`src/rtl/pk_pkg.sv`:
```
package pk_pkg;
    localparam int SAMPLE_W = 16;
    localparam int BYTE_W   = 8;
    localparam int IDX_W    = 2;

    typedef enum logic [1:0] {
        FMT_MONO8   = 2'd0,
        FMT_STEREO8 = 2'd1,
        FMT_MONO16  = 2'd2,
        FMT_STEREO16= 2'd3
    } fmt_e;

    typedef struct packed {
        logic [SAMPLE_W-1:0] left;
        logic [SAMPLE_W-1:0] right;
        fmt_e                fmt;
        logic                little;
    } pair_t;

    function automatic logic [IDX_W:0] bytes_in_pair(fmt_e f);
        case (f)
            FMT_MONO8:   return 3'd1;
            FMT_STEREO8: return 3'd2;
            FMT_MONO16:  return 3'd2;
            default:     return 3'd4;
        endcase
    endfunction

    function automatic logic is_wide(fmt_e f);
        return (f == FMT_MONO16) || (f == FMT_STEREO16);
    endfunction

    // Which byte of the held pair goes out at stream position idx.
    function automatic logic [BYTE_W-1:0] pick_byte(pair_t p, logic [IDX_W-1:0] idx);
        logic                use_right;
        logic                upper;
        logic [SAMPLE_W-1:0] s;
        if (is_wide(p.fmt)) begin
            use_right = idx[1];
            upper     = idx[0] ^ ~p.little;
        end else begin
            use_right = idx[0];
            upper     = 1'b1;
        end
        s = use_right ? p.right : p.left;
        return upper ? s[SAMPLE_W-1 -: BYTE_W] : s[SAMPLE_W-BYTE_W-1 -: BYTE_W];
    endfunction
endpackage

```
`src/rtl/pk_capture.sv`:
```
module pk_capture
    import pk_pkg::*;
(
    input  logic  clk,
    input  logic  rst,
    input  logic  start,
    input  logic  in_valid,
    input  pair_t in_pair,
    input  logic  drain_done,
    output pair_t held,
    output logic  busy,
    output logic  overrun
);
    always_ff @(posedge clk) begin
        if (rst) begin
            busy    <= 1'b0;
            overrun <= 1'b0;
            held    <= '0;
        end else if (start) begin
            busy    <= 1'b0;
            overrun <= 1'b0;
        end else begin
            if (in_valid && !busy) begin
                held <= in_pair;
                busy <= 1'b1;
            end else if (drain_done) begin
                busy <= 1'b0;
            end
            if (in_valid && busy)
                overrun <= 1'b1;
        end
    end

    // a pair landing on a busy packer raises the flag
    p_drop_flags_r8: assert property (@(posedge clk) disable iff (rst)
        (in_valid && busy && !start) |=> overrun);

    // held pair is not replaced while busy
    p_held_kept_r8: assert property (@(posedge clk) disable iff (rst)
        (busy && !start) |=> $stable(held));

    // start empties and clears
    p_start_clears_r9: assert property (@(posedge clk) disable iff (rst)
        start |=> (!busy && !overrun));
endmodule

```
`src/rtl/pk_sequencer.sv`:
```
module pk_sequencer
    import pk_pkg::*;
(
    input  logic              clk,
    input  logic              rst,
    input  logic              start,
    input  logic              busy,
    input  pair_t             held,
    input  logic              fire,
    output logic [BYTE_W-1:0] data,
    output logic              last
);
    logic [IDX_W-1:0] idx;
    logic [IDX_W:0]   count;

    assign count = bytes_in_pair(held.fmt);
    assign last  = ({1'b0, idx} == count - 1'b1);
    assign data  = pick_byte(held, idx);

    always_ff @(posedge clk) begin
        if (rst || start)
            idx <= '0;
        else if (fire)
            idx <= last ? '0 : idx + 1'b1;
    end

    // stream position never runs past the pair size
    p_idx_bound_r5: assert property (@(posedge clk) disable iff (rst)
        busy |-> ({1'b0, idx} < count));

    // position stays put without a handshake
    p_idx_hold_r7: assert property (@(posedge clk) disable iff (rst)
        (busy && !fire && !start) |=> $stable(idx));
endmodule

```
`src/rtl/pk_addr.sv`:
```
module pk_addr #(
    parameter int ADDR_W = 16
) (
    input  logic              clk,
    input  logic              rst,
    input  logic              start,
    input  logic              fire,
    output logic [ADDR_W-1:0] addr
);
    always_ff @(posedge clk) begin
        if (rst || start)
            addr <= '0;
        else if (fire)
            addr <= addr + 1'b1;
    end

    // one step per accepted byte
    p_addr_step_r7: assert property (@(posedge clk) disable iff (rst)
        (fire && !start) |=> (addr == $past(addr) + 1'b1));

    // start rewinds
    p_addr_zero_r9: assert property (@(posedge clk) disable iff (rst)
        start |=> (addr == '0));
endmodule

```
`src/rtl/sample_byte_packer.sv`:
```
module sample_byte_packer
    import pk_pkg::*;
#(
    parameter int ADDR_W = 16
) (
    input  logic                clk,
    input  logic                rst,
    input  logic                start,
    input  logic [1:0]          fmt_sel,
    input  logic                little_end,
    input  logic                in_valid,
    input  logic [SAMPLE_W-1:0] in_left,
    input  logic [SAMPLE_W-1:0] in_right,
    output logic                out_valid,
    input  logic                out_ready,
    output logic [BYTE_W-1:0]   out_data,
    output logic [ADDR_W-1:0]   out_addr,
    output logic                overrun
);
    pair_t in_pair;
    pair_t held;
    logic  busy;
    logic  last;
    logic  fire;

    assign in_pair = '{left: in_left, right: in_right, fmt: fmt_e'(fmt_sel), little: little_end};
    assign fire      = busy && out_ready;
    assign out_valid = busy;

    pk_capture u_cap (
        .clk(clk), .rst(rst), .start(start), .in_valid(in_valid),
        .in_pair(in_pair), .drain_done(fire && last),
        .held(held), .busy(busy), .overrun(overrun)
    );

    pk_sequencer u_seq (
        .clk(clk), .rst(rst), .start(start), .busy(busy), .held(held),
        .fire(fire), .data(out_data), .last(last)
    );

    pk_addr #(.ADDR_W(ADDR_W)) u_addr (
        .clk(clk), .rst(rst), .start(start), .fire(fire), .addr(out_addr)
    );

    // a stalled byte stays unchanged at the port
    p_stall_hold_r7: assert property (@(posedge clk) disable iff (rst)
        (out_valid && !out_ready && !start) |=> (out_valid && $stable(out_data) && $stable(out_addr)));
endmodule

```
`config.mk`:
```
export PLATFORM = sky130hd
export DESIGN_NAME = sample_byte_packer
export DESIGN_NICKNAME = d
export VERILOG_FILES = /design/src/rtl/pk_pkg.sv /design/src/rtl/pk_capture.sv /design/src/rtl/pk_sequencer.sv /design/src/rtl/pk_addr.sv /design/src/rtl/sample_byte_packer.sv
export SDC_FILE = /design/constraint.sdc
export NUM_CORES = 1
export LEC_CHECK = 0
export CAP_MARGIN = 20
export CORE_MARGIN = 2
export CORE_UTILIZATION = 50
export DETAILED_ROUTE_END_ITERATION = 16
export PLACE_DENSITY_LB_ADDON = 0.12
export SETUP_SLACK_MARGIN = 0.4
export SLEW_MARGIN = 15
export SYNTH_ARGS = -nofsm -noshare
export SYNTH_HDL_FRONTEND = slang
export SYNTH_HIERARCHICAL = 1
export SYNTH_SLANG_ARGS = --single-unit
```
`constraint.sdc`:
```
create_clock -name clk -period 1.9 [get_ports clk]
set_input_delay 0.285 -clock clk [delete_from_list [all_inputs] [get_ports clk]]
set_output_delay 0.285 -clock clk [all_outputs]
set_load 0.005 [all_outputs]
```
==> run metrics, run 1 <==
Worst setup SP type=flop; starting density of the core=51.6%; DPL Wire Length=3750 microns; total detailed-routing wirelength=5510 microns; maxcap violations=0; # DRC=0; # setup viols final=0; share of cells above drive strength 1=21.7%; Chip Height=79.4 microns; NumNets Final=414; Sw Share=22.0%; initial antenna violation count=0; Routed wire per std cell=12.4 microns; achievable frequency=529 MHz; DRT Pass-1 Iters=4; Slew @ Worst Pin=526 ps; Int Pwr=0.00172 W; Fillers=448; Post-synth EDFFs=0; H-tree depth=2; area grow syn2layout=36.7%; status=completed; P_sw=0.000485 W; sequential share of the synthesized area=38.8%; Synth Area in Adders=0.441%; top-count cell post-synth=nand2b_1; first-pass GRT wire length=8910 microns; Num CTS Buffers=5; largest net degree at the start of global routing=76; leading area contributor after synthesis=dfxtp_1; Yosys top cell area share=38.8%; Routed Antenna Nets=0; post-route cell area=3880 sq um; Critical Path RT=1620 ps; final worst setup slack=10.6 ps; post-synthesis simple-gate area fraction=25.6%; Crit. End Element=primary output; Synth Area per Inst=9.93 sq um; # port buffers=65; Final Wtd Congestion=0.813; largest family of logic cells by synthesized area=simple AND/OR/NAND/NOR gates; final hold violations=0; synth top area cells=dfxtp_1 39%, mux2i_1 21%, nand2b_1 15%; total global routing overflow=0; final core utilization=70.5%; synthesized flop and latch total=55; Mapped Area=2840 sq um; hold slack=382 ps; slew margin rel.=64.9%; clock power share=30.8%; gr usage total=17.6%; TritonCTS Sinks=55; Crit Path Max Fanout=6; # rows=27; period utilisation layout=99.4%; Synth Area in Compound Gates=3.04%; most instantiated cells after synthesis=70 x nand2b_1, 60 x mux2i_1, 55 x dfxtp_1; clk buf depth=2; Async S/R FF share, synth=0%; XOR/XNOR Fraction of Synth Area=4.01%; critical path type=flop to primary output; ANT cells=0; vias per cell=5.03; root buf cell=clkbuf_8; combinational share of power=14.1%; min Tclk post-route=1890 ps; hold buffers post-CTS=0; CTS tree=yes; die area=6300 sq um; Worst-path clk slew=90 ps; Lkg Pwr=1.61 nW; Synth cell types=36; I/O Pins=66; PD cells=567 nW/um^2; Max VDD drop=0.000346 V; crit path DAT=1600 ps; ys flop type=dfxtp_1; synthesized netlist cell count=286; setup repair after global routing missed its margin=yes; post-synthesis mux area share=22.3%; vias in the first global route=2123; pre-CTS setup slack=-50.1 ps; drt first-iter violations=51; Vias=2238; Core ar.=5510 sq um; Ys Warns=6; HP Class=input pin to flop; post-place instance area=3570 sq um; Net Count, Synth=327; Die X=79.4 microns; clock skew=3.95 ps; Reg power frac=55.1%; Clk Latency, worst-skew pair=290 ps; Slew Limit Fails=0
cell type report:
type | count | area [sq um] | share of cell area, %
clock buffer | 7 | 97.6 | 2.51
timing repair buffer | 98 | 923 | 23.8
multi-input combinational | 213 | 1640 | 42.2
tap | 72 | 90.1 | 2.32
sequential | 55 | 1130 | 29.2
layout by cell type, fill, tap and decap left out, types with 2 or more instances in the layout:
master           instances
clkbuf_8                 5
nand4_1                  4
nand3_1                  3
nand2_1                 11
xnor2_1                  2
buf_4                   17
clkdlybuf4s50_1         54
dfxtp_4                  4
buf_6                   15
nand2b_1                70
and3_1                   2
a21oi_1                  4
nor2_1                  17
mux2i_1                 59
xor2_1                  10
dfxtp_1                 37
nor3_1                   2
dfxtp_2                 14
o21ai_1                  2
o21ai_0                  2
buf_2                    9
or3_1                    2
power groups by stage:
stage	clock network, W	logic [W]	registers, W
finish	0.000679	0.000310	0.00121
detailed placement	0	0.000290	0.00124
global placement	0	0.000287	0.00124
CTS	0.000694	0.000296	0.00122
global route	0.000743	0.000337	0.00122
floorplan	0	0.000170	0.00124
logic make-up (layout without fill, tap and decap cells):
logic type,Yosys count,count (layout)
buffers and inverters,18,105
AND/OR/NAND/NOR,124,124
flip-flops,55,55
XOR/XNOR,13,13
adder cells (fa/ha/maj),1,1
multiplexers,62,62
AO/OA/AOI/OAI,13,13
registers in the layout, summed over array words and instances (netlist names):
signal / flops
u_addr/addr: 16
u_cap/busy: 1
u_cap/held: 35
u_cap/overrun: 1
u_seq/idx: 2
path summary, 6_finish.rpt:
| kind | startpoint | to | slack [ps] | cells past startpoint |
|---|---|---|---|---|
| setup / recovery | u_cap/held[2]$_SDFFE_PP0P_ | out_data[1] | 10 | 6 |
| hold / removal | rst | u_addr/addr[10]$_SDFFE_PP0P_ | 380 | 4 |
| setup reg to reg | u_cap/held[2]$_SDFFE_PP0P_ | u_seq/idx[1]$_SDFFE_PP0P_ | 190 | 8 |
| hold reg to reg | u_cap/held[15]$_SDFFE_PP0P_ | u_cap/held[15]$_SDFFE_PP0P_ | 480 | 2 |
repair_timing:
action | in CTS | in global routing
pin swaps | 4 | 6
setup endpoints to repair | 26 | 22
resized for setup | 58 | 22
setup buffers | 11 | 5
critical path: stages (launching register included):
cell	delay, ps
dfxtp_4	380
mux2i_4	240
buf_6	150
buf_6	100
mux2i_2	200
mux2i_1	100
buf_2	130
metrics by stage:
| stage | total power, W | setup TNS, ps | std cells |
|---|---|---|---|
| after floorplan | 0.00141 | 0 | 286 |
| after global placement | 0.00153 | -23.9 | 422 |
| after detailed placement | 0.00153 | -141 | 422 |
| after CTS | 0.00221 | 0 | 440 |
| after global routing | 0.00230 | -467 | 445 |
| final | 0.00220 | 0 | 445 |
per-layer routing:
layer	GRT usage, %	share of wire [%]	wire length (microns)
met1	19.8	45	2480
met2	33.0	49	2720
met3	3.85	3.8	212
met4	5.17	1.8	97
met5	0	0	0
(Power assumes the default switching activity.)
==> inputs of run 2 (changes only) <==
DONT_BUFFER_PORTS = 1   (was unset)
SETUP_SLACK_MARGIN = 0.02   (was 0.4)
SLEW_MARGIN = unset   (was 15)
==> run 2 against run 1 <==
Net effect: final area down 24%; global-route usage shrank 0.73 points; fmax increased by 3.9%; wire length fell by 6.9%; sequential cell count stayed put; total power down 9.6%; utilization fell by 17 points; combinational power decreased by 48%; worst hold slack worse by 340 ps; cell count is 20% lower; sequential share of layout area increased by 8.3 points; setup slack improved by 72 ps; critical path type unchanged; critical endpoint is now out_data[7].
==> run metrics, run 2 (synthesized netlist as in run 1, its figures left out) <==
clk buf depth=2 (unchanged); # rows=27 (unchanged); Crit path max-delay family=multiplexers; gr usage total=16.9% (-0.73 points); setup repair after global routing missed its margin=yes; starting density of the core=51.6% (unchanged); most used cell along the critical path=mux2i_1; Cells after DPL=347 (-18%); Crit. End Element=primary output; DRT Pass-1 Iters=5 (+1); Chip Height=79.4 microns (unchanged); Clk Latency, worst-skew pair=300 ps (about the same); # port buffers=0 (-100%); maxcap violations=0 (unchanged); status=completed; H-tree depth=2 (unchanged); HP Class=input pin to flop; crit path DAT=1530 ps (-70 ps); Routed Antenna Nets=0 (unchanged); Worst R2R Start=u_cap/busy$_SDFFE_PP0P_; achievable frequency=550 MHz (+3.9%); Crit-path slowest cell=dfxtp_4; slew margin rel.=77.3% (+12 points); setup TNS=0 ps (unchanged); Num CTS Buffers=5 (unchanged); Slew Limit Fails=0 (unchanged); critical path type=flop to primary output; final hold violations=0 (unchanged); Largest Register=u_cap/held; Worst Path Buf+Inv=1 (-2); Max VDD drop=0.000361 V (+4.4%); Fillers=519 (+16%); crit-path max cell delay=410 ps (+30 ps); Worst Setup SP=u_cap/held[2]$_SDFFE_PP0P_; root buf cell=clkbuf_8; Worst-path clk slew=90 ps (about the same); DPL Wire Length=3500 microns (-6.6%); area grow syn2layout=3.70%; initial antenna violation count=0 (unchanged); total global routing overflow=0 (unchanged); leading cell type in the layout, fill and taps excluded=nand2b_1; ANT cells=0 (unchanged); Core ar.=5510 sq um (unchanged); Worst setup SP type=flop; Vias=1871 (-16%); drt first-iter violations=55 (+7.8%); Non-Filler Instances=355 (-20%); Critical Path RT=1620 ps (about the same); TritonCTS Sinks=55 (unchanged); largest net degree at the start of global routing=77 (+1.3%); Routed wire per std cell=14.4 microns (+17%); commonest non-fill, non-tap cells in the layout=70 x nand2b_1, 59 x mux2i_1, 54 x dfxtp_1; period utilisation layout=95.7% (-3.8 points); die area=6300 sq um (unchanged); Slew @ Worst Pin=339 ps (-187 ps); I/O Pins=66 (unchanged); hold buffers post-CTS=0 (unchanged); first-pass GRT wire length=8380 microns (-6.0%); NumNets Final=323 (-22%); Die X=79.4 microns (unchanged); # DRC=0 (unchanged); Final Wtd Congestion=0.793 (-2.5%); min Tclk post-route=1820 ps (-71.7 ps); share of cells above drive strength 1=8.13% (-14 points); CTS tree=yes; PD cells=676 nW/um^2 (+19%); vias in the first global route=1829 (-14%); Lkg Pwr=1.18 nW (-27%); total detailed-routing wirelength=5130 microns (-6.9%); worst-path cell chain=mux2i_4 > buf_12 > mux2i_1 > mux2i_1; Top Registers=u_cap/held (35), u_addr/addr (16), u_seq/idx (2); # setup viols final=0 (unchanged); max reg flops=35 (unchanged); hold path startpoint=start; vias per cell=5.27 (+4.8%); Crit Path Max Fanout=12 (+6); clock skew=2.80 ps (-1.16 ps)
## run 2: cell count changes in the layout (fill, tap and decap cells not counted), sizes merged
cell           previous run  this run
buf                      42         7
dlymetal6s2s              1         0
clkinv                    0         1
dlygate4sd2               1         0
clkdlybuf4s50            54         0
## run 2: area by class of cell
type | count | area [sq um] | area share (%)
Multi-Input combinational cell | 213 | 1590 | 53.9
Sequential cell | 55 | 1100 | 37.5
Tap cell | 72 | 90.1 | 3.06
Timing Repair Buffer | 7 | 81.3 | 2.76
Clock buffer | 7 | 76.3 | 2.59
Clock inverter | 1 | 5.00 | 0.170
## run 2: where the power goes
group          leakage [nW]  internal (W)  switching (W)
clock network        0.0422      0.000260       0.000354
logic                 0.690     0.0000928      0.0000694
registers             0.448       0.00119      0.0000245
## run 2: per-stage QoR
step | utilization (%) | setup WS [ps] | hold slack (ps) | power (W) | area, sq um
2_1_floorplan | - | 156 | 358 | 0.00141 | 2840
3_3_place_gp | 51.8 | 244 | 364 | 0.00140 | 2850
3_5_place_dp | 51.8 | 251 | 366 | 0.00141 | 2850
4_1_cts | 53.4 | 40.2 | 31.3 | 0.00203 | 2940
5_1_grt | 53.5 | 2.02 | 26.7 | 0.00210 | 2950
6_report | 53.5 | 82.3 | 47.0 | 0.00199 | 2950
## run 2: repair_timing
action | 4_1_cts | 5_1_grt
gates resized for setup | 3 | 2
buffers inserted | 0 | 0
endpoints found under the setup margin | 8 | 2
## run 2: path summary, 6_finish.rpt
path / end / slack (ps) / cells past startpoint
setup / recovery: out_data[7] / 80 / 4
hold / removal: u_seq/idx[0]$_SDFFE_PP0P_ / 50 / 1
setup reg to reg: u_addr/addr[14]$_SDFFE_PP0P_ / 310 / 5
hold reg to reg: u_cap/held[3]$_SDFFE_PP0P_ / 480 / 2
## run 2: per-layer routing
layer	track usage [%]	wire [microns]	share of wire, %
met4	5.69	14	0.27
met1	20.5	2240	44
met2	28.0	2480	48
met5	0	0	0
met3	5.66	398	7.8
